## src/rtl/gpio_ix_pkg.sv

```systemverilog
package gpio_ix_pkg;
   localparam int BYTE_W      = 8;
   localparam int CFG_IS_IN   = 0;
   localparam int CFG_INVERT  = 1;
   localparam int CFG_SPECIAL = 3;
   localparam int MAX_BANK_W  = 8;

   // pointer code that selects bank g (first bank answers to 1)
   function automatic logic [BYTE_W-1:0] bank_code(int g);
      return BYTE_W'(g + 1);
   endfunction
endpackage

```

## src/rtl/gpio_ix_host.sv

```systemverilog
module gpio_ix_host
   import gpio_ix_pkg::*;
#(
   parameter int NBANK = 3
) (
   input  logic              clk,
   input  logic              rst_n,
   input  logic              acc_wr,
   input  logic              addr,
   input  logic [BYTE_W-1:0] wdata,
   output logic [BYTE_W-1:0] idx_q,
   output logic [NBANK-1:0]  bank_wr
);
   always_ff @(posedge clk or negedge rst_n) begin
      if (!rst_n)
         idx_q <= '0;
      else if (acc_wr && !addr)
         idx_q <= wdata;
   end

   for (genvar g = 0; g < NBANK; g++) begin : g_stb
      assign bank_wr[g] = acc_wr && addr && (idx_q == bank_code(g));
   end
endmodule

```

## src/rtl/gpio_ix_bank.sv

```systemverilog
module gpio_ix_bank
   import gpio_ix_pkg::*;
#(
   parameter int W = 8
) (
   input  logic              clk,
   input  logic              rst_n,
   input  logic              wr_stb,
   input  logic [W-1:0]      wdata,
   input  logic [W*8-1:0]    cfg,
   input  logic [W-1:0]      pad_in,
   input  logic [W-1:0]      spec_o,
   input  logic [W-1:0]      spec_oe,
   output logic [W-1:0]      pad_o,
   output logic [W-1:0]      pad_oe,
   output logic [BYTE_W-1:0] rd_val
);
   if (W < 1 || W > MAX_BANK_W) begin : g_bad_w
      $error("gpio_ix_bank: W out of range");
   end

   logic [W-1:0] latch_q;
   logic [W-1:0] rd_bits;

   always_ff @(posedge clk or negedge rst_n) begin
      if (!rst_n)
         latch_q <= '0;
      else if (wr_stb)
         latch_q <= wdata;
   end

   for (genvar b = 0; b < W; b++) begin : g_pin
      logic [7:0] c;
      logic       is_in, inv, spec;
      logic       unused_cfg;
      assign c          = cfg[b*8 +: 8];
      assign is_in      = c[CFG_IS_IN];
      assign inv        = c[CFG_INVERT];
      assign spec       = c[CFG_SPECIAL];
      assign unused_cfg = ^{c[2], c[7:4]};
      assign pad_o[b]   = spec ? spec_o[b]  : (latch_q[b] ^ inv);
      assign pad_oe[b]  = spec ? spec_oe[b] : ~is_in;
      assign rd_bits[b] = is_in ? (pad_in[b] ^ inv) : latch_q[b];
   end

   if (W < BYTE_W) begin : g_pad
      assign rd_val = {{(BYTE_W-W){1'b0}}, rd_bits};
   end else begin : g_full
      assign rd_val = rd_bits;
   end
endmodule

```

## src/rtl/gpio_ix_ctrl.sv

```systemverilog
module gpio_ix_ctrl
   import gpio_ix_pkg::*;
#(
   parameter int BANK_A_W = 8,
   parameter int BANK_B_W = 6,
   parameter int BANK_C_W = 8,
   localparam int NPIN    = BANK_A_W + BANK_B_W + BANK_C_W
) (
   input  logic              clk,
   input  logic              rst_n,
   input  logic              sel_i,
   input  logic              port_en_i,
   input  logic              addr_i,
   input  logic              wr_i,
   input  logic              rd_i,
   input  logic [7:0]        wdata_i,
   output logic [7:0]        rdata_o,
   input  logic [NPIN*8-1:0] cfg_i,
   input  logic [NPIN-1:0]   pad_in_i,
   input  logic [NPIN-1:0]   spec_o_i,
   input  logic [NPIN-1:0]   spec_oe_i,
   output logic [NPIN-1:0]   pad_o,
   output logic [NPIN-1:0]   pad_oe
);
   localparam int NBANK = 3;
   localparam int BW [NBANK] = '{BANK_A_W, BANK_B_W, BANK_C_W};

   function automatic int bank_off(int g);
      int s = 0;
      for (int i = 0; i < g; i++) s += BW[i];
      return s;
   endfunction

   logic              acc_wr, acc_rd;
   logic [BYTE_W-1:0] idx_q;
   logic [NBANK-1:0]  bank_wr;
   logic [BYTE_W-1:0] bank_rd [NBANK];
   logic [BYTE_W-1:0] data_view;

   assign acc_wr = sel_i && port_en_i && wr_i;
   assign acc_rd = sel_i && port_en_i && rd_i;

   gpio_ix_host #(.NBANK(NBANK)) u_host (
      .clk     (clk),
      .rst_n   (rst_n),
      .acc_wr  (acc_wr),
      .addr    (addr_i),
      .wdata   (wdata_i),
      .idx_q   (idx_q),
      .bank_wr (bank_wr)
   );

   for (genvar g = 0; g < NBANK; g++) begin : g_bank
      localparam int W   = BW[g];
      localparam int OFF = bank_off(g);
      gpio_ix_bank #(.W(W)) u_bank (
         .clk     (clk),
         .rst_n   (rst_n),
         .wr_stb  (bank_wr[g]),
         .wdata   (wdata_i[W-1:0]),
         .cfg     (cfg_i[OFF*8 +: W*8]),
         .pad_in  (pad_in_i[OFF +: W]),
         .spec_o  (spec_o_i[OFF +: W]),
         .spec_oe (spec_oe_i[OFF +: W]),
         .pad_o   (pad_o[OFF +: W]),
         .pad_oe  (pad_oe[OFF +: W]),
         .rd_val  (bank_rd[g])
      );
   end

   always_comb begin
      data_view = '0;
      for (int g = 0; g < NBANK; g++)
         if (idx_q == bank_code(g)) data_view = bank_rd[g];
   end

   assign rdata_o = !acc_rd ? '0 : (addr_i ? data_view : idx_q);
endmodule

```

## config.mk

```make
export PLATFORM = sky130hd
export DESIGN_NAME = gpio_ix_ctrl
export DESIGN_NICKNAME = d
export VERILOG_FILES = /design/src/rtl/gpio_ix_pkg.sv /design/src/rtl/gpio_ix_host.sv /design/src/rtl/gpio_ix_bank.sv /design/src/rtl/gpio_ix_ctrl.sv
export SDC_FILE = /design/constraint.sdc
export NUM_CORES = 1
export LEC_CHECK = 0
export BUFFER_PORTS_ARGS = -buffer_cell sky130_fd_sc_hd__clkbuf_2
export CORE_AREA = 2 2 121 123
export DETAILED_ROUTE_END_ITERATION = 10
export DIE_AREA = 0 0 123 125
export HOLD_SLACK_MARGIN = 0.03
export PLACE_DENSITY = 0.51
export SYNTH_ARGS = -nofsm -noshare
export SYNTH_HDL_FRONTEND = slang
export SYNTH_HIERARCHICAL = 1
export SYNTH_SLANG_ARGS = --single-unit
```

## constraint.sdc

```tcl
create_clock -name clk -period 1.9 [get_ports clk]
set_clock_uncertainty 0.15 [all_clocks]
set_input_delay 0 -clock clk [delete_from_list [all_inputs] [get_ports clk]]
set_output_delay 0 -clock clk [all_outputs]
set_load 0.03 [all_outputs]
```

==> flow_results.org <==
** Timing
- Actual slew at the worst max-slew pin :: 0.7570 ns
- PnR worst setup slack :: -0.3069 ns
- Maximum achievable frequency :: 453.1 MHz
- Of the available clock period, the critical path in the final layout requires 116.2%.
- Setup violations remaining at the end of the flow were counted as 30.
- Headroom to the max-slew limit came out at 49.53%.
- The routed design could run at a clock period as short as 2.207 ns.
- Unrepaired setup endpoints after global routing :: yes
- Hold timing on the final database bottoms out at a slack of 0.1725 ns.
- Final total negative setup slack :: -5.275 ns
- Hold violation count in the final report :: 0
- Slew Viols, Final :: 0

** Clocking
- Clock net sink count :: 30
- TritonCTS buffer count :: 5
- Clock-pin slew was measured on the worst setup and hold paths at 0.05 ns.
- H-Tree Depth :: 2
- CTS tree :: built
- In this run the deepest clock path goes through 2 buffers.
- CTS Root Cell :: sky130_fd_sc_hd__clkbuf_16
- The later pin in the worst-skew pair is clocked with a latency of 0.27 ns.

** Power
- Power spread over the standard cell area amounts to 646.1 mW/mm^2.
- Comb power frac :: 40.4%
- Cell internal power was estimated by the tool at 1.879 mW.
- For this design the static power due to leakage is 2.147 nW.
- Across the VDD grid, the largest voltage drop is 0.0003186 V.
- In this run, flip-flops and latches consume 28.6% of the power.
- Switch Pwr :: 0.9728 mW
- Part of the power in the clock network :: 30.9%
- Net switching is 34.11% of the power.

** Synth
- The commonest cells after synthesis are sky130_fd_sc_hd__nand2_1, sky130_fd_sc_hd__o21ai_0, sky130_fd_sc_hd__xnor2_1.
- In the synthesized netlist the dominant register cell turns out to be sky130_fd_sc_hd__dfrtp_1.
- Synth async-reset ratio :: 100.0%
- Counting flops with a built-in enable in the synthesized netlist gives 0.
- In this run the biggest area consumer among cell types represents 29.27% of the synthesized area.
- Yosys attributes the largest share of cell area to sky130_fd_sc_hd__dfrtp_1, sky130_fd_sc_hd__xnor2_1, sky130_fd_sc_hd__mux2_4.
- The synthesized design spends more area on one cell type than any other, namely sky130_fd_sc_hd__dfrtp_1.
- Sequential fraction of the synthesis area :: 29.27%
- Number of register bits inferred by synthesis :: 30
- Most instantiated library cell after synthesis :: sky130_fd_sc_hd__nand2_1
- The mapped netlist covers 0.002565 mm^2.
- During synthesis, Yosys emitted a total of 6 warnings.
- Gate Count Post-Synth :: 287
- After synthesis, the netlist uses 30 different library cells.
- Average size of a mapped cell :: 8.937 um^2

** Outcome
- Run status :: finished, violations left
- The checks that failed: negative setup slack.

** Critical path
- The largest single stage delay on the critical path is 0.52 ns.
- Worst EP required :: 1.75 ns
- Worst path slowest cell :: sky130_fd_sc_hd__or4b_1
- Data on the critical path arrives at its endpoint at 2.06 ns.
- Cell Chain, Critical Path :: or4b_1 -> or3_4 -> buf_4 -> buf_6 -> o2bb2ai_4 -> buf_8
- Highest net fanout along the worst path :: 3
- Startpoint class of the critical path :: flip-flop
- The setup path with the least slack is of type flip-flop to output pin.
- STA classifies the critical path endpoint as an output pin.

** Placement
- Total placed instance area :: 0.003953 mm^2
- Post-place setup slack :: -0.1220 ns
- Input/output buffers :: 198
- Detailed placement HPWL :: 8670 um
- Global placer's final weighted congestion :: 0.6752

** Cells and area
- The number of antenna diodes in the final layout is 0.
- Combined area of the multi-input logic cells :: 0.001881 mm^2
- The sequential cells in the finished layout cover a total of 750.7 um^2.
- In the final design database the tool counted 781 nets.
- Layout cells sized above 1 :: 54.86%
- The area growth from synthesis to layout is 72.10%.
- The layout has 1544 filler cells.
- Measured on the finished design, the core utilization comes to 31.08%.
- Cell area after layout :: 0.004414 mm^2

** Routing
- Summed over all nets, wire length on met2 after detailed routing comes to 4718 um.
- Before antenna repair, the detailed router went through 4 iterations.
- Summed over all nets, wire length on met3 after detailed routing comes to 660 um.
- Average wire length per cell after detail routing :: 14.01 um
- Via density per instance :: 4.186
- Count of nets left with antenna violations after detail routing :: 0
- DRC :: 0
- Final wirelength :: 9930 um
- Signal routing reaches up to met4.
- Detailed router's first-iteration violation count :: 32
- Metal1 wirelength :: 4499 um
- For this block, the via count after detailed routing is 2968.

** GRT
- Maximum number of pins on one net before global-route repair :: 31
- Global routing used 12.53% of the available tracks.
- Global-route wire length before repair :: 14800 um
- Total congestion overflow after global routing :: 0
- Number of global-route vias before repair :: 3021
- The initial antenna violation count is 0.

** Floorplanning
- Area of the die :: 0.01538 mm^2
- Die width :: 123 um
- 309 I/O pins were placed.
- # rows :: 44
- Once the floorplan was initialized, standard cells occupied 18.06% of the core.
- Vertical die dimension :: 125 um
- Total core area :: 0.01420 mm^2

** Job
- Max-Cap Viols :: 0

** Hold path
- Class of the worst hold path :: input pin to asynchronous set/reset pin
stage by stage:
step           power [mW]  cells
6_report            2.852    709
5_1_grt             3.023    709
4_1_cts             2.851    707
3_5_place_dp        1.912    688
3_3_place_gp        1.893    688
2_1_floorplan       1.405    288
timing repair:
action                                 4_1_cts  5_1_grt
hold buffers                                 9        0
pin swaps                                    2        0
cloned                                       0        0
gates resized for setup                     20       18
endpoints found under the hold margin       60        0
setup endpoints to repair                   30       30
setup buffers                                2        2
power groups by stage:
stage	clock network (mW)	registers (mW)	logic (mW)
2_1_floorplan	0	0.800	0.604
3_3_place_gp	0	0.829	1.06
3_5_place_dp	0	0.829	1.08
4_1_cts	0.899	0.819	1.13
5_1_grt	0.933	0.832	1.26
6_report	0.883	0.817	1.15
path summary, 6_finish.rpt:
| check | slack, ns | endpoint | start | cells after the start |
|---|---|---|---|---|
| worst max-delay path | -0.31 | rdata_o[1] | u_host/idx_q[4] | 6 |
| worst min-delay path | 0.17 | g_bank[2].u_bank/latch_q[6] | rst_n | 2 |
| worst max register to register | -0.17 | g_bank[1].u_bank/latch_q[4] | u_host/idx_q[6] | 5 |
| worst min register to register | 0.42 | u_host/idx_q[5] | u_host/idx_q[5] | 1 |
| max in group asynchronous | 0.94 | g_bank[0].u_bank/latch_q[4] | rst_n | 2 |
| min in group clk | 0.19 | u_host/idx_q[1] | addr_i | 4 |
worst max-delay path, delay by kind of cell, from the launching register on:
family	cells	cell delay [ns]
buffers and inverters	3	0.41
flip-flops	1	0.37
AO/OA/AOI/OAI	1	0.13
AND/OR/NAND/NOR	2	0.87
state kept, by name (all words and copies together) (netlist names):
signal and flops:
u_host/idx_q 8, g_bank.u_bank/latch_q 22
layout make-up:
type                            instances  area share (%)
Inverter                                1         0.08503
Tap cell                              184           5.215
Clock inverter                          3          0.9070
Clock buffer                            5           2.834
Timing Repair Buffer                  237           31.35
Multi-Input combinational cell        249           42.60
Sequential cell                        30           17.01
placed cells by master (no fill, tap or decap), types with 4 or more instances in the layout:
cell type / n
sky130_fd_sc_hd__a21oi_1: 23
sky130_fd_sc_hd__a22oi_1: 7
sky130_fd_sc_hd__buf_4: 26
sky130_fd_sc_hd__buf_6: 8
sky130_fd_sc_hd__clkbuf_16: 5
sky130_fd_sc_hd__clkbuf_2: 190
sky130_fd_sc_hd__dfrtp_1: 30
sky130_fd_sc_hd__dlygate4sd3_1: 9
sky130_fd_sc_hd__mux2_2: 15
sky130_fd_sc_hd__mux2_4: 22
sky130_fd_sc_hd__nand2_1: 46
sky130_fd_sc_hd__nor2_1: 23
sky130_fd_sc_hd__o21ai_0: 44
sky130_fd_sc_hd__o2bb2ai_4: 4
sky130_fd_sc_hd__xnor2_1: 44
cell families (layout without fill, tap and decap cells):
group	Yosys count	in the layout	share of synthesized area, %
other	1	2	0.1462
XOR/XNOR	44	44	15.02
flip-flops	30	30	29.27
buffers and inverters	9	246	2.829
AO/OA/AOI/OAI	83	83	18.24
multiplexers	37	37	19.46
AND/OR/NAND/NOR	83	83	15.02
routing by layer:
metal | vias to the layer above | global-route usage, %
met5 | - | 0
met4 | 0 | 1.805
met3 | 7 | 2.281
met2 | 134 | 22.23
met1 | 1335 | 16.02
li1 | 1492 | -
No activity file was read; power rests on OpenSTA's default activity.
